==> config.mk <==
export PLATFORM = sky130hd
export DESIGN_NAME = retx_guard
export DESIGN_NICKNAME = d
export VERILOG_FILES = /design/src/rtl/rtc_pkg.sv /design/src/rtl/rtc_fifo.sv /design/src/rtl/rtc_control.sv /design/src/rtl/rtc_datapath.sv /design/src/rtl/retx_guard.sv
export SDC_FILE = /design/constraint.sdc
export NUM_CORES = 1
export LEC_CHECK = 0
export BUFFER_PORTS_ARGS = -buffer_cell sky130_fd_sc_hd__buf_2
export CAP_MARGIN = 10
export CELL_PAD_IN_SITES_DETAIL_PLACEMENT = 0
export CELL_PAD_IN_SITES_GLOBAL_PLACEMENT = 1
export CORE_MARGIN = 4
export CORE_UTILIZATION = 40
export CTS_BUF_LIST = sky130_fd_sc_hd__clkbuf_16
export DETAILED_ROUTE_END_ITERATION = 7
export PLACE_DENSITY_LB_ADDON = 0.1
export SYNTH_ARGS = -nofsm -noshare
export SYNTH_HDL_FRONTEND = slang
export SYNTH_SLANG_ARGS = --single-unit
==> constraint.sdc <==
create_clock -name clk -period 6.7 [get_ports clk]
set_input_delay 0.335 -clock clk [delete_from_list [all_inputs] [get_ports clk]]
set_output_delay 0.335 -clock clk [all_outputs]
set_load 0.005 [all_outputs]
==> src/rtl/rtc_pkg.sv <==
package rtc_pkg;
  typedef enum logic [1:0] {ST_IDLE, ST_WAIT, ST_RECOVER} rtcState_e;

  typedef struct packed {
    logic send;     // launch FIFO head
    logic bitErr;   // returned copy mismatched
    logic timeout;  // no return in time
  } rtcStrobe_t;
endpackage

==> src/rtl/rtc_fifo.sv <==
module rtc_fifo #(
  parameter int DATA_W = 16,
  parameter int DEPTH  = 4
) (
  input  logic              clk,
  input  logic              rstN,
  input  logic              wrEn,
  input  logic [DATA_W-1:0] wrData,
  input  logic              rdEn,
  output logic [DATA_W-1:0] head,
  output logic              notEmpty,
  output logic              full
);
  localparam int PTR_W = (DEPTH > 1) ? $clog2(DEPTH) : 1;
  localparam int CNT_W = $clog2(DEPTH + 1);

  logic [DATA_W-1:0] mem [DEPTH];
  logic [PTR_W-1:0]  wrPtr, rdPtr;
  logic [CNT_W-1:0]  count;

  function automatic logic [PTR_W-1:0] nextPtr(input logic [PTR_W-1:0] p);
    return (p == PTR_W'(DEPTH - 1)) ? '0 : p + 1'b1;
  endfunction

  assign head     = mem[rdPtr];
  assign notEmpty = (count != '0);
  assign full     = (count == CNT_W'(DEPTH));

  always_ff @(posedge clk or negedge rstN) begin
    if (!rstN) begin
      wrPtr <= '0;
      rdPtr <= '0;
      count <= '0;
    end else begin
      if (wrEn) wrPtr <= nextPtr(wrPtr);
      if (rdEn) rdPtr <= nextPtr(rdPtr);
      case ({wrEn, rdEn})
        2'b10:   count <= count + 1'b1;
        2'b01:   count <= count - 1'b1;
        default: count <= count;
      endcase
    end
  end

  for (genvar i = 0; i < DEPTH; i++) begin : g_slot
    always_ff @(posedge clk) begin
      if (wrEn && wrPtr == PTR_W'(i)) mem[i] <= wrData;
    end
  end

  AST_NO_OVERFLOW: assert property (@(posedge clk) disable iff (!rstN)
    wrEn |-> !full);
  AST_NO_UNDERFLOW: assert property (@(posedge clk) disable iff (!rstN)
    rdEn |-> notEmpty);
endmodule

==> src/rtl/rtc_control.sv <==
module rtc_control
  import rtc_pkg::*;
#(
  parameter int TMR_W = 8
) (
  input  logic             clk,
  input  logic             rstN,
  input  logic             fifoNotEmpty,
  input  logic             rxValid,
  input  logic             rxMatch,
  input  logic [TMR_W-1:0] timeoutLimit,
  output rtcStrobe_t       strobe
);
  rtcState_e        state;
  logic [TMR_W-1:0] timer;
  logic             busy;

  assign busy = (state != ST_IDLE);

  always_comb begin
    strobe.send    = !busy && fifoNotEmpty;
    strobe.bitErr  = busy && rxValid && !rxMatch;
    strobe.timeout = busy && !rxValid && (timer == timeoutLimit);
  end

  always_ff @(posedge clk or negedge rstN) begin
    if (!rstN) begin
      state <= ST_IDLE;
      timer <= '0;
    end else if (!busy) begin
      if (strobe.send) begin
        state <= ST_WAIT;
        timer <= '0;
      end
    end else if (rxValid && rxMatch) begin
      state <= ST_IDLE;
      timer <= '0;
    end else if (strobe.bitErr || strobe.timeout) begin
      state <= ST_RECOVER;
      timer <= '0;
    end else begin
      timer <= timer + 1'b1;
    end
  end

  AST_SEND_OPENS_WAIT: assert property (@(posedge clk) disable iff (!rstN)
    strobe.send |=> state == ST_WAIT);
  AST_RETRY_RESTARTS_TIMER: assert property (@(posedge clk) disable iff (!rstN)
    (strobe.bitErr || strobe.timeout) |=> (state == ST_RECOVER && timer == '0));
  AST_TIMER_BOUNDED: assert property (@(posedge clk) disable iff (!rstN)
    busy |-> timer <= timeoutLimit);
  AST_ERR_EXCLUSIVE: assert property (@(posedge clk) disable iff (!rstN)
    $countones({strobe.send, strobe.bitErr, strobe.timeout}) <= 1);
endmodule

==> src/rtl/rtc_datapath.sv <==
module rtc_datapath
  import rtc_pkg::*;
#(
  parameter int DATA_W     = 16,
  parameter int FIFO_DEPTH = 4,
  parameter int CNT_W      = 4
) (
  input  logic              clk,
  input  logic              rstN,
  input  rtcStrobe_t        strobe,
  input  logic              hostValid,
  input  logic [DATA_W-1:0] hostData,
  output logic              hostReady,
  input  logic [DATA_W-1:0] rxData,
  input  logic              irqEnable,
  output logic              fifoNotEmpty,
  output logic              rxMatch,
  output logic              txValid,
  output logic [DATA_W-1:0] txData,
  output logic              errIrq,
  output logic [CNT_W-1:0]  bitErrCount,
  output logic [CNT_W-1:0]  timeoutCount
);
  localparam logic [CNT_W-1:0] CNT_MAX = '1;

  logic [DATA_W-1:0] head, storedMsg;
  logic              full, retry, push;

  assign hostReady = !full;
  assign push      = hostValid && hostReady;
  assign retry     = strobe.bitErr || strobe.timeout;
  assign rxMatch   = (rxData == storedMsg);

  rtc_fifo #(.DATA_W(DATA_W), .DEPTH(FIFO_DEPTH)) u_fifo (
    .clk(clk), .rstN(rstN), .wrEn(push), .wrData(hostData),
    .rdEn(strobe.send), .head(head), .notEmpty(fifoNotEmpty), .full(full)
  );

  always_ff @(posedge clk or negedge rstN) begin
    if (!rstN) begin
      storedMsg    <= '0;
      txValid      <= 1'b0;
      txData       <= '0;
      errIrq       <= 1'b0;
      bitErrCount  <= '0;
      timeoutCount <= '0;
    end else begin
      txValid <= strobe.send || retry;
      errIrq  <= retry && irqEnable;
      if (strobe.send) begin
        storedMsg <= head;
        txData    <= head;
      end else if (retry) begin
        txData <= storedMsg;
      end
      if (strobe.bitErr && bitErrCount != CNT_MAX)
        bitErrCount <= bitErrCount + 1'b1;
      if (strobe.timeout && timeoutCount != CNT_MAX)
        timeoutCount <= timeoutCount + 1'b1;
    end
  end

  AST_RETX_STORED: assert property (@(posedge clk) disable iff (!rstN)
    retry |=> (txValid && txData == $past(storedMsg)));
  AST_IRQ_HAS_CAUSE: assert property (@(posedge clk) disable iff (!rstN)
    errIrq |-> $past(retry));
  AST_BITERR_MONOTONIC: assert property (@(posedge clk) disable iff (!rstN)
    bitErrCount >= $past(bitErrCount));
  AST_TIMEOUT_MONOTONIC: assert property (@(posedge clk) disable iff (!rstN)
    timeoutCount >= $past(timeoutCount));
endmodule

==> src/rtl/retx_guard.sv <==
module retx_guard
  import rtc_pkg::*;
#(
  parameter int DATA_W     = 16,
  parameter int FIFO_DEPTH = 4,
  parameter int TMR_W      = 8,
  parameter int CNT_W      = 4
) (
  input  logic              clk,
  input  logic              rstN,
  input  logic              hostValid,
  input  logic [DATA_W-1:0] hostData,
  output logic              hostReady,
  output logic              txValid,
  output logic [DATA_W-1:0] txData,
  input  logic              rxValid,
  input  logic [DATA_W-1:0] rxData,
  input  logic [TMR_W-1:0]  timeoutLimit,
  input  logic              irqEnable,
  output logic              errIrq,
  output logic [CNT_W-1:0]  bitErrCount,
  output logic [CNT_W-1:0]  timeoutCount
);
  rtcStrobe_t strobe;
  logic       fifoNotEmpty, rxMatch;

  rtc_control #(.TMR_W(TMR_W)) u_ctrl (
    .clk(clk), .rstN(rstN), .fifoNotEmpty(fifoNotEmpty), .rxValid(rxValid),
    .rxMatch(rxMatch), .timeoutLimit(timeoutLimit), .strobe(strobe)
  );

  rtc_datapath #(.DATA_W(DATA_W), .FIFO_DEPTH(FIFO_DEPTH), .CNT_W(CNT_W)) u_dp (
    .clk(clk), .rstN(rstN), .strobe(strobe), .hostValid(hostValid),
    .hostData(hostData), .hostReady(hostReady), .rxData(rxData),
    .irqEnable(irqEnable), .fifoNotEmpty(fifoNotEmpty), .rxMatch(rxMatch),
    .txValid(txValid), .txData(txData), .errIrq(errIrq),
    .bitErrCount(bitErrCount), .timeoutCount(timeoutCount)
  );

  AST_SPURIOUS_RX_IGNORED: assert property (@(posedge clk) disable iff (!rstN)
    (rxValid && !txValid && $stable(bitErrCount) && !errIrq && hostReady && !fifoNotEmpty
     && $past(!txValid) && !$past(rxValid) && $past(!fifoNotEmpty) && $past(!errIrq)
     && bitErrCount == $past(bitErrCount) && timeoutCount == $past(timeoutCount)
     && !rxMatch && u_ctrl.strobe.send == 1'b0 && !u_ctrl.busy)
    |=> !errIrq);
endmodule

**After elaboration in Yosys (flattened, before gate mapping)**

Memory sizes are Yosys's and may differ from the RTL's.
Cells that the tools add are included.

- Input bits: 45
- Memories: 1
- Flip-flop bits (word level): 59
- Word-level logic and storage cells: 91
- RAM bits: 64

- Eq/ne operators: 12
- Reduce and logical (&&, ||, !) cells: 30
- Multiplexer cells: 30
- Add/subtract/negate cells: 7

Memory list:

| name | depth | width | read ports | clocked after Yosys merged registers in | write ports | RTL line | text |
|---|---|---|---|---|---|---|---|
| u_dp.u_fifo.mem | 4 | 16 | 1 | 0 | 1 | rtc_fifo.sv:17 | `logic [DATA_W-1:0] mem [DEPTH];` |

Operator list:

| kind | number |
|---|---|
| $mux 16 | 5 |
| $reduce_or 16->1 | 3 |
| $mux 8 | 4 |
| $mux 2 | 9 |
| $eq 16x16->1 | 1 |
| $logic_and 1x1->1 | 14 |
| $mux 1 | 11 |
| $add 4x1->4 const B | 2 |
| $add 8x1->8 const B | 1 |
| $eq 2x2->1 const B | 4 |
| $eq 8x8->1 | 1 |
| $ne 4x4->1 const B | 2 |
| $reduce_bool 2->1 | 4 |
| $pmux 3 s2 | 1 |
| $add 2x1->2 const B | 2 |
| $eq 2x1->1 const B | 2 |
| $logic_not 1->1 | 4 |
| $add 3x1->3 const B | 1 |
| $eq 3x3->1 const B | 1 |
| $ne 3x2->1 const B | 1 |
| $reduce_bool 3->1 | 1 |
| $sub 3x1->3 const B | 1 |
| $logic_not 2->1 | 1 |
| $logic_or 1x1->1 | 2 |
| $reduce_and 2->1 | 1 |

**Longest topological paths before layout**

Gate-level depths: netlist of the first run.

- Word-level depth: 10
- Gate-level depth with buffers: 9

**By module**

A second synthesis of the first run with hierarchy kept.

- Cell total of the unflattened synthesis: 317
- Area total of the unflattened synthesis: 5256.3 um2

Modules (own cells, without submodules):

| module | cells an instance | area each (um2) | times used | seq. area each (um2) |
|---|---|---|---|---|
| rtc_fifo | 123 | 2768.9 | 1 | 2097.0 |
| rtc_datapath | 126 | 1850.5 | 1 | 1051.0 |
| rtc_control | 68 | 636.9 | 1 | 250.2 |

**Worst setup path before layout of the first run**

Ideal clock, no wire load.

- Kind: flip-flop to flip-flop
- From: reg u_ctrl.state[0]
- To: reg u_dp.u_fifo.count[2]
- Buffers on the path: 1
- Cell stages (with the launch flop): 9
- Period minus slack after synthesis: 2.122 ns
- Arrival time: 2.043 ns
- Required time: 6.621 ns
- Slack: 4.578 ns
- Setup time: 0.079 ns
- Cells stage by stage: dfrtp_1 nor3_1 clkbuf_1 ha_1 inv_1 fa_1 xor2_1 nor2_1 xor2_1

- Word-level cells in the longest chain between the ends: 5

Ends and longest elaborated chain:

| element | RTL line | text |
|---|---|---|
| from (decl) | rtc_control.sv:14 | `rtcState_e state;` |
| from (signal assigned) | rtc_control.sv:28 | `state <= ST_IDLE;` |
| from (signal assigned) | rtc_control.sv:32 | `state <= ST_WAIT;` |
| from (signal assigned) | rtc_control.sv:36 | `state <= ST_IDLE;` |
| $reduce_bool 2->1 * | rtc_control.sv:18 | `assign busy = (state != ST_IDLE);` |
| $logic_not 1->1 * | rtc_control.sv:21 | `strobe.send = !busy && fifoNotEmpty;` |
| $logic_and 1x1->1 * | rtc_control.sv:21 |  |
| $eq 2x1->1 or $eq 2x2->1 (tied branches) | rtc_fifo.sv:37 | `case ({wrEn, rdEn})` |
| $pmux 3 s2 or $reduce_bool 2->1 (tied branches) | n/a |  |
| to (signal assigned) | rtc_fifo.sv:38 | `2'b10: count <= count + 1'b1;` |
| to (signal assigned) | rtc_fifo.sv:39 | `2'b01: count <= count - 1'b1;` |
| to (signal assigned) | rtc_fifo.sv:40 | `default: count <= count;` |
| to (decl) | rtc_fifo.sv:19 | `logic [CNT_W-1:0] count;` |

Mark *: on every way between the ends. The rest lies on a longest branch, timed or not.
A chain may end at the register's enable or synchronous reset.

**Worst setup path in the final report of the first run**

- From: reg u_dp.u_fifo.rdPtr[0]
- To: reg u_dp.txData[9]

- Word-level cells in the longest chain between the ends: 2

Ends and longest elaborated chain:

| element | RTL line | text |
|---|---|---|
| from (decl) | rtc_fifo.sv:18 | `logic [PTR_W-1:0] wrPtr, rdPtr;` |
| from (signal assigned) | rtc_fifo.sv:36 | `if (rdEn) rdPtr <= nextPtr(rdPtr);` |
| $mem_v2 4x16 | n/a |  |
| $mux 16 | rtc_datapath.sv:50 | `if (strobe.send) begin` |
| to (signal assigned) | rtc_datapath.sv:54 | `txData <= storedMsg;` |
| to (decl) | rtc_datapath.sv:19 | `output logic [DATA_W-1:0] txData,` |

Every way passes these cells.

==> impl_metrics.json, run 1 <==
{
  "status": "finished, final reports clean",
  "mappedNetlistNets": 365,
  "area_fraction_in_compound_gates_after_synthesis_pct": 2.73,
  "io_pins": 72,
  "synth-xor-area-share_pct": 5.58,
  "worst_slew_pin_slew_ns": 1.12,
  "place_hpwl_um": 6790,
  "first_global_vias": 2958,
  "grt_overflow": 0,
  "critical_path.max_stage_delay_ns": 1.08,
  "synthSimpleGateAreaFrac_pct": 5.15,
  "maxCapViolCount": 0,
  "timing.critical_path.arrival_ns": 2.66,
  "wl_met1_um": 4690,
  "path_cells": "mux4_2 > mux2_2 > mux2_4",
  "die-height_um": 122,
  "initial_cell_density_of_the_core_pct": 40.9,
  "met2WireLength_um": 4930,
  "clkSlewWorstSetupHoldPaths_ns": 0.05,
  "routed_wirelength_um": 10100,
  "grt_first_pass_wirelength_um": 16300,
  "drt_iter0_markers": 143,
  "fin_cells": 579,
  "vdd_drop_max_v": 0.000193,
  "r2r-start": "u_dp.u_fifo.rdPtr[0]",
  "clock_insertion_delay_worst_skew_ns": 0.41,
  "grt_max_degree": 60,
  "grt_setup_unrepaired": "no",
  "number_of_antenna_violations_at_the_first_check_in_global_routing": 0,
  "rrSetupSlack_ns": 4.33,
  "timing.setup.tns_ns": 0,
  "clock-root-buffer": "sky130_fd_sc_hd__clkbuf_16",
  "timing_max_transition_violations_final": 0,
  "largest_family_of_logic_cells_by_synthesized_area": "multiplexers",
  "cts-buffers-inserted": 17,
  "layout.cells.most_common": "sky130_fd_sc_hd__buf_2",
  "timing.final.crit_period_ns": 2.37,
  "row_count": 41,
  "p_per_area_mw_per_mm2": 452,
  "vias_per_cell": 4.87,
  "timing.setup.critical_path_class": "register to register",
  "ys_types": 41,
  "synth_seq_area_share_pct": 65.6,
  "synth.area.mux_share_pct": 16.7,
  "portBuffers": 71,
  "cts_setup_buffers": 0,
  "crit_required_ns": 6.99,
  "area_growth_pct": 22.5,
  "cts-hold-fix-buffers": 0,
  "synthesis.instances": 310,
  "die_outline_area_mm2": 0.0148,
  "synthesis.area_per_instance_um2": 16.7,
  "drive_above_1_share_pct": 39.1,
  "met3_wirelength_um": 413,
  "yosys.area_share.adder_pct": 2.56,
  "numClockSinks": 123,
  "wl_per_cell_um": 17.5,
  "place_congestion": 0.702,
  "timing.final.crit_share_pct": 35.4,
  "count_of_tritonroute_iterations_in_the_first_routing_pass": 4,
  "cp-start-kind": "register",
  "postSynth.topFlopCell": "sky130_fd_sc_hd__edfxtp_1",
  "maximum_fanout_along_the_worst_path": 19,
  "postSynthRegisterBits": 123,
  "timing.clock.skew_ns": 0.00434,
  "ctsResizeCount": 0,
  "worst_hold_path_type": "input pin to asynchronous set/reset pin",
  "rr_endpoint": "u_dp.txData[9]",
  "via_count": 2821,
  "synth.cell_area_mm2": 0.00518,
  "drc": 0,
  "placedCellCount": 547,
  "timing.slew.headroom_pct": 25.4,
  "worst_setup_path_end_kind": "register",
  "finish.net_count": 449,
  "synth-edff-count": 64,
  "num-fill-cells": 1123,
  "tritoncts": "built",
  "final_hold_viol_count": 0,
  "max_freq_ghz": 0.422,
  "synth.yosys.warnings": 0,
  "timing.reg2reg.worst_path_depth": 3,
  "setup_violations": 0,
  "globalRouteTotalUtil_pct": 14.9,
  "cts_max_path_buffers": 2,
  "power.static_leakage_uw": 0.00257,
  "async_reset_ff_share_pct": 48.0,
  "fp.dieW_um": 122,
  "postRouteAntennaNets": 0,
  "route.top_layer_used": "met4",
  "slowest_stage": "sky130_fd_sc_hd__dfrtp_1",
  "n_antenna_cell": 0,
  "cts-htree-levels": 4,
  "core_area_mm2": 0.0127,
  "layout.cells.most_common_list": "71 x sky130_fd_sc_hd__buf_2, 64 x sky130_fd_sc_hd__edfxtp_1, 59 x sky130_fd_sc_hd__dfrtp_1"
}
-- critical path, delay by kind of cell (launching register included) --
| family | cells | cell delay, ns |
|---|---|---|
| flip-flops | 1 | 1.08 |
| multiplexers | 3 | 1.17 |
-- cells by family after synthesis --
| logic type | Yosys count |
|---|---|
| DFF | 123 |
| muxes | 58 |
| and+or+nand+nor | 48 |
| xor gates and xnor gates | 33 |
| AOI/OAI and AO/OA | 21 |
| buffers and inverters | 17 |
| adders and majority gates | 10 |
-- Yosys cell counts, types with 2 or more instances --
cell | count | area (um2)
sky130_fd_sc_hd__edfxtp_1 | 64 | 1920
sky130_fd_sc_hd__dfrtp_1 | 59 | 1480
sky130_fd_sc_hd__mux2_2 | 30 | 338
sky130_fd_sc_hd__xnor2_1 | 20 | 175
sky130_fd_sc_hd__mux4_2 | 16 | 360
sky130_fd_sc_hd__xor2_1 | 13 | 114
sky130_fd_sc_hd__ha_1 | 9 | 113
sky130_fd_sc_hd__inv_1 | 9 | 33.8
sky130_fd_sc_hd__mux2_4 | 9 | 135
sky130_fd_sc_hd__nor2_1 | 8 | 30.0
sky130_fd_sc_hd__nand2_1 | 7 | 26.3
sky130_fd_sc_hd__nand3_1 | 7 | 35.0
sky130_fd_sc_hd__nand4_1 | 6 | 37.5
sky130_fd_sc_hd__a21oi_1 | 5 | 25.0
sky130_fd_sc_hd__and3_1 | 5 | 31.3
sky130_fd_sc_hd__nor3_1 | 5 | 25.0
sky130_fd_sc_hd__o21ai_0 | 5 | 25.0
sky130_fd_sc_hd__clkbuf_1 | 3 | 11.3
sky130_fd_sc_hd__mux2i_1 | 3 | 30.0
sky130_fd_sc_hd__a21o_1 | 2 | 15.0
sky130_fd_sc_hd__and2_1 | 2 | 12.5
sky130_fd_sc_hd__nand2b_1 | 2 | 12.5
sky130_fd_sc_hd__nor4_1 | 2 | 12.5
sky130_fd_sc_hd__or4_1 | 2 | 15.0
-- layout make-up --
class                           instances  area, um2  area share, %
Clock buffer                           17        425           6.70
Clock inverter                         15        205           3.23
Inverter                                9       33.8          0.532
Multi-Input combinational cell        170       1700           26.8
Sequential cell                       123       3400           53.5
Tap cell                              172        215           3.39
Timing Repair Buffer                   73        370           5.84
-- metal layers --
metal  vias up  track usage, %
met3         8            5.01
met1      1424            19.8
met2        56            22.8
met5         -               0
li1       1333               -
met4         0            5.67
-- stage by stage --
stage / power [uW] / area (um2) / util, % / hold WS, ns / setup WS [ns]
6_report: 2870 / 6350 / 50.1 / 0.0821 / 4.33
5_1_grt: 3040 / 6350 / 50.1 / 0.121 / 4.14
4_1_cts: 2920 / 6350 / 50.1 / 0.108 / 4.25
3_3_place_gp: 1920 / 5720 / 45.1 / 0.487 / 4.23
2_1_floorplan: 1690 / 5180 / - / 0.0394 / 4.58
3_5_place_dp: 1930 / 5720 / 45.1 / 0.486 / 4.25
-- state kept, by name, summed over array words and instances, names as in the netlist --
| signal | count |
|---|---|
| u_dp.storedMsg | 16 |
| u_dp.u_fifo.wrPtr | 2 |
| u_dp.txData | 16 |
| u_dp.u_fifo.count | 3 |
| u_dp.timeoutCount | 4 |
| u_ctrl.timer | 8 |
| u_dp.bitErrCount | 4 |
| u_dp.u_fifo.mem | 64 |
| u_dp.txValid | 1 |
| u_dp.u_fifo.rdPtr | 2 |
| u_ctrl.state | 2 |
| u_dp.errIrq | 1 |
-- power breakdown --
group | switching [uW] | leakage (uW) | internal (uW) | total, uW
Sequential | 179 | 0.00130 | 1030 | 1210
Combinational | 283 | 0.000958 | 399 | 683
Clock | 320 | 0.000310 | 652 | 972
Total | 782 | 0.00257 | 2080 | 2870
-- worst max-delay path by stage --
| stage | startpoint | endpoint | slack, ns | depth (start not counted) |
|---|---|---|---|---|
| 6_report | u_dp.u_fifo.rdPtr[0] | u_dp.txData[9] | 4.33 | 3 |
| 5_1_grt | u_dp.u_fifo.rdPtr[0] | u_dp.txData[1] | 4.14 | 3 |
| 4_1_cts | u_dp.u_fifo.rdPtr[0] | u_dp.txData[15] | 4.25 | 3 |
| 3_5_place_dp | u_dp.u_fifo.rdPtr[0] | u_dp.txData[15] | 4.25 | 3 |
| 3_3_place_gp | u_dp.u_fifo.rdPtr[0] | u_dp.txData[3] | 4.23 | 3 |
| 2_1_floorplan | u_ctrl.state[0] | u_dp.u_fifo.count[2] | 4.58 | 8 |
No activity file was read; power rests on OpenSTA's default activity.
==> run 2: changes to the inputs <==
clock period = 2.31 ns   (was 6.7 ns; I/O delays follow)
==> run 2 against run 1 <==
  * Sequential share of layout area decreased by 2.2 points
  * Power increased to 2.9 times the previous value
  * Die area unchanged
  * Clock-buffer cell count unchanged
  * Clock skew increased by 0.00072 ns
  * First-iteration DRC count decreased by 18%
  * Sequential power increased to 2.8 times the previous value
  * Largest cell class unchanged
  * Highest routed layer unchanged
==> impl_metrics.json, run 2 (synthesized netlist as in run 1, its figures left out) <==
{
  "via_count": 2955,
  "slowest_stage": "sky130_fd_sc_hd__nor3_1",
  "min_path_cells": 3,
  "fp.dieW_um": 122,
  "portBuffers": 71,
  "maximum_fanout_along_the_worst_path": 17,
  "timing.clock.skew_ns": 0.00506,
  "core_area_mm2": 0.0127,
  "cts-htree-levels": 4,
  "timing.reg2reg.worst_path_depth": 5,
  "globalRouteTotalUtil_pct": 15.4,
  "drive_above_1_share_pct": 40.0,
  "initial_cell_density_of_the_core_pct": 40.9,
  "clock_insertion_delay_worst_skew_ns": 0.41,
  "placed_area_mm2": 0.00583,
  "grt_setup_unrepaired": "no",
  "die_outline_area_mm2": 0.0148,
  "place_congestion": 0.849,
  "clkSlewWorstSetupHoldPaths_ns": 0.06,
  "cp-start-kind": "register",
  "finish.net_count": 480,
  "timing.setup.critical_path_class": "register to register",
  "timing_max_transition_violations_final": 0,
  "worst_hold_path_type": "input pin to register",
  "layout.cells.most_common": "sky130_fd_sc_hd__buf_2",
  "worst_slack_ns": 0.249,
  "setup_violations": 0,
  "drc": 0,
  "timing.slew.headroom_pct": 46.4,
  "vias_per_cell": 4.84,
  "area_growth_pct": 27.8,
  "grt_first_pass_wirelength_um": 16600,
  "num-fill-cells": 1118,
  "numClockSinks": 123,
  "power.static_leakage_uw": 0.00270,
  "clock-root-buffer": "sky130_fd_sc_hd__clkbuf_16",
  "wl_per_cell_um": 16.8,
  "timing.setup.tns_ns": 0,
  "n_antenna_cell": 0,
  "path_cells": "nor3_1 > nor3_2 > a31oi_1 > o21ai_4 > mux2_4",
  "maxCapViolCount": 0,
  "die-height_um": 122,
  "cts-buffers-inserted": 17,
  "p_per_area_mw_per_mm2": 1260,
  "vdd_drop_max_v": 0.000602,
  "cts_max_path_buffers": 2,
  "grt_max_degree": 35,
  "timing.final.crit_period_ns": 2.06,
  "first_global_vias": 3096,
  "timing.final.crit_share_pct": 89.2,
  "final_hold_viol_count": 0,
  "status": "finished, final reports clean",
  "layout.cells.most_common_list": "71 x sky130_fd_sc_hd__buf_2, 64 x sky130_fd_sc_hd__edfxtp_1, 59 x sky130_fd_sc_hd__dfrtp_1",
  "place_hpwl_um": 7090,
  "crit_required_ns": 2.60,
  "grt_overflow": 0,
  "count_of_tritonroute_iterations_in_the_first_routing_pass": 6,
  "drt_iter0_markers": 117,
  "max_freq_ghz": 0.485,
  "flip_flop_count_of_the_largest_register_all_copies_and_words_added": 64,
  "timing.critical_path.arrival_ns": 2.35,
  "routed_wirelength_um": 10300,
  "worst_setup_path_end_kind": "register",
  "worst_slew_pin_slew_ns": 0.795,
  "post-route-cell-area_mm2": 0.00662,
  "largest_register_by_flop_count": "u_dp.u_fifo.mem",
  "number_of_antenna_violations_at_the_first_check_in_global_routing": 0,
  "pre_cts_ws_ns": 0.254,
  "critical_path.max_stage_delay_ns": 0.46,
  "row_count": 41,
  "ctsResizeCount": 0,
  "tritoncts": "built",
  "io_pins": 72,
  "final_core_util_pct": 52.2,
  "layout_top_registers": "u_dp.u_fifo.mem: 64 flops, u_dp.storedMsg: 16 flops, u_dp.txData: 16 flops",
  "postRouteAntennaNets": 0
}
## run 2: cell types whose count changed in the layout (fill, tap and decap cells not counted), sizes merged
cell and change:
dlygate4sd3 +19, bufinv -2, clkinvlp +1, buf +12
inv +1
## run 2: final timing paths
path	end	slack, ns	from
max in group asynchronous	u_ctrl.timer[1]	1.43	rstN
setup reg to reg	u_dp.txData[4]	0.25	u_dp.u_fifo.count[2]
min in group asynchronous	u_dp.bitErrCount[0]	0.26	rstN
hold / removal	u_dp.u_fifo.wrPtr[0]	0.14	hostValid
hold reg to reg	u_dp.timeoutCount[3]	0.49	u_dp.timeoutCount[3]
setup / recovery	u_dp.txData[4]	0.25	u_dp.u_fifo.count[2]
## run 2: worst max-delay path, delay by kind of cell (launching register included)
family | cells | cell delay (ns)
compound gates | 2 | 0.53
mux | 1 | 0.38
simple gates | 2 | 0.62
flops | 1 | 0.41
## run 2: per-stage QoR
step	hold WS, ns	power (uW)	instances
3_3_place_gp	0.180	5730	559
4_1_cts	0.107	8480	610
5_1_grt	0.127	8850	610
2_1_floorplan	-0.180	4910	310
6_report	0.137	8320	610
3_5_place_dp	0.178	5750	559
## run 2: area by class of cell
type                    instances  area (um2)  area share [%]
clock buffers                  17         425            6.43
clock inverters                15         174            2.63
inverters                       9        33.8           0.510
multi-input cells             170        1700            25.6
flip-flops and latches        123        3400            51.3
well taps                     172         215            3.25
repair buffers                104         676            10.2
## run 2: per-layer routing
layer / share of wire (%) / routed length [um] / GRT usage [%] / vias to the layer above
met2: 48 / 4930 / 24.0 / 58
met5: 0 / 0 / 0 / -
met4: 1.2 / 121 / 4.83 / 0
li1: - / - / - / 1395
met1: 46 / 4710 / 20.1 / 1492
met3: 4.8 / 491 / 5.71 / 10
## run 2: timing repair
action                                 in CTS  in global routing
buffers inserted                            0                  0
endpoints found under the hold margin      91                  0
hold buffers                               19                  0
## run 2: where the power goes
group | switching, uW | total (uW) | internal [uW]
Sequential | 367 | 3360 | 2990
Clock | 949 | 2640 | 1690
Combinational | 1050 | 2320 | 1270
==> run 3: changes to the inputs <==
CELL_PAD_IN_SITES_DETAIL_PLACEMENT = 1   (was 0)
clock period = 2.45 ns   (was 2.31 ns; I/O delays follow)
==> run 3 against run 2 <==
  * Power fell by 0.84%
  * Non-clock buffer count fell by 2
  * Clock-buffer cell count did not move
  * Sequential power fell by 5%
  * Largest cell class unchanged
  * Highest routed layer unchanged
==> impl_metrics.json, run 3 (synthesized netlist as in run 1, its figures left out) <==
{
  "status": "finished, final reports clean",
  "num-fill-cells": 1229,
  "slowest_stage": "sky130_fd_sc_hd__dfrtp_1",
  "sequential_cell_area_mm2": 0.00340,
  "number_of_antenna_violations_at_the_first_check_in_global_routing": 0,
  "vdd_drop_max_v": 0.000683,
  "timing.slew.headroom_pct": 43.9,
  "total_power_uw": 8250,
  "timing.final.crit_share_pct": 88.6,
  "layout_top_registers": "u_dp.u_fifo.mem: 64 flops, u_dp.storedMsg: 16 flops, u_dp.txData: 16 flops",
  "maxCapViolCount": 0,
  "io_pins": 72,
  "die-height_um": 122,
  "drive_above_1_share_pct": 39.1,
  "grt_setup_unrepaired": "no",
  "fin_cells": 607,
  "grt_first_pass_wirelength_um": 17500,
  "clock_insertion_delay_worst_skew_ns": 0.41,
  "sequential_group_share_of_total_power_pct": 38.6,
  "total_switching_power_uw": 2240,
  "timing.final.crit_period_ns": 2.17,
  "ctsResizeCount": 0,
  "fp.dieW_um": 122,
  "initial_cell_density_of_the_core_pct": 40.9,
  "clkSlewWorstSetupHoldPaths_ns": 0.05,
  "p_sw_share_pct": 27.1,
  "area_growth_pct": 29.0,
  "cts-buffers-inserted": 17,
  "cell_internal_pwr_uw": 6010,
  "timing.critical_path.arrival_ns": 2.50,
  "cts_setup_buffers": 0,
  "portBuffers": 71,
  "core_area_mm2": 0.0127,
  "worst_hold_path_type": "input pin to register",
  "p_per_area_mw_per_mm2": 1230,
  "placedCellCount": 557,
  "place_congestion": 0.804,
  "worst_slew_pin_slew_ns": 0.833,
  "final_core_util_pct": 52.7,
  "flip_flop_count_of_the_largest_register_all_copies_and_words_added": 64,
  "max_freq_ghz": 0.460,
  "grt_overflow": 0,
  "cp-start-kind": "register",
  "globalRouteTotalUtil_pct": 16.2,
  "drc": 0,
  "critical_path.max_stage_delay_ns": 0.38,
  "routed_wirelength_um": 11000,
  "crit_required_ns": 2.78,
  "multi_input_comb_area_mm2": 0.00170,
  "worst_setup_path_end_kind": "register",
  "layout.cells.most_common_list": "71 x sky130_fd_sc_hd__buf_2, 64 x sky130_fd_sc_hd__edfxtp_1, 59 x sky130_fd_sc_hd__dfrtp_1",
  "first_global_vias": 3227,
  "power.static_leakage_uw": 0.00273,
  "wl_per_cell_um": 18.2,
  "comb_pwr_share_pct": 26.7,
  "row_count": 41,
  "finish.net_count": 478,
  "cts_max_path_buffers": 2,
  "final_hold_viol_count": 0,
  "clock_power_share_pct": 34.7,
  "count_of_tritonroute_iterations_in_the_first_routing_pass": 4,
  "tritoncts": "built",
  "timing_max_transition_violations_final": 0,
  "maximum_fanout_along_the_worst_path": 3,
  "die_outline_area_mm2": 0.0148,
  "worst_path_most_repeated_cell": "sky130_fd_sc_hd__xor2_1",
  "n_antenna_cell": 0,
  "clock-root-buffer": "sky130_fd_sc_hd__clkbuf_16",
  "drt_iter0_markers": 135,
  "timing.setup.critical_path_class": "register to register",
  "timing.setup.tns_ns": 0,
  "grt_max_degree": 60,
  "numClockSinks": 123,
  "cts-hold-fix-buffers": 19,
  "place_hpwl_um": 7550,
  "setup_violations": 0,
  "cts-htree-levels": 4,
  "via_count": 2974,
  "postRouteAntennaNets": 0,
  "timing.clock.skew_ns": 0.00632,
  "vias_per_cell": 4.90,
  "path_cells": "nor3_1 > buf_4 > nor3_2 > ha_1 > inv_1 > fa_1 > xor2_1 > nor2_1 > xor2_1",
  "largest_register_by_flop_count": "u_dp.u_fifo.mem",
  "layout.cells.most_common": "sky130_fd_sc_hd__buf_2"
}
## run 3: cell types whose count changed in the layout (fill, tap and decap cells not counted), sizes merged
cell and change:
bufinv +4, inv -1, buf -2, clkinv -4
## run 3: path summary, 6_finish.rpt
path / startpoint / to / slack, ns / cells past startpoint
worst max-delay path: u_dp.u_fifo.count[0] / u_dp.u_fifo.count[2] / 0.28 / 9
worst max register to register: u_dp.u_fifo.count[0] / u_dp.u_fifo.count[2] / 0.28 / 9
worst min-delay path: hostValid / u_dp.u_fifo.wrPtr[0] / 0.16 / 3
worst min register to register: u_dp.timeoutCount[3] / u_dp.timeoutCount[3] / 0.49 / 1
max in group asynchronous: rstN / u_dp.u_fifo.wrPtr[0] / 1.92 / 3
min in group asynchronous: rstN / u_dp.bitErrCount[0] / 0.25 / 3
## run 3: per-stage QoR
step	cell area, um2	worst slack, ns	hold WS [ns]
floorplan	5180	0.328	-0.173
detailed placement	5820	0.282	0.161
global route	6680	0.152	0.164
CTS	6680	0.276	0.128
global placement	5820	0.313	0.157
finish	6680	0.278	0.160
## run 3: critical path: cells and delay by family (launching register included)
family / cells / cell delay [ns]
adder cells (fa/ha/maj): 2 / 0.66
AND/OR/NAND/NOR: 3 / 0.54
flip-flops: 1 / 0.38
XOR/XNOR: 2 / 0.31
buffers and inverters: 2 / 0.21
## run 3: final cells by class
class	count	area share, %
repair buffers	102	9.89
well taps	172	3.22
clock inverters	14	3.76
flip-flops and latches	123	50.9
inverters	9	0.506
multi-input cells	170	25.4
clock buffers	17	6.37
## run 3: routing by layer
| layer | GRT usage (%) | vias to the layer above | routed length (um) |
|---|---|---|---|
| met2 | 26.2 | 64 | 5540 |
| met5 | 0 | - | 0 |
| met3 | 4.50 | 15 | 500 |
| li1 | - | 1393 | - |
| met4 | 6.93 | 0 | 168 |
| met1 | 20.5 | 1502 | 4820 |
## run 3: power by group through the flow
| stage | Clock (uW) | Sequential, uW | Combinational, uW |
|---|---|---|---|
| after global routing | 3020 | 3260 | 2430 |
| after CTS | 2930 | 3200 | 2260 |
| final | 2860 | 3190 | 2210 |
| after floorplan | 0 | 3130 | 1500 |
| after global placement | 0 | 3210 | 2170 |
| after detailed placement | 0 | 3230 | 2220 |
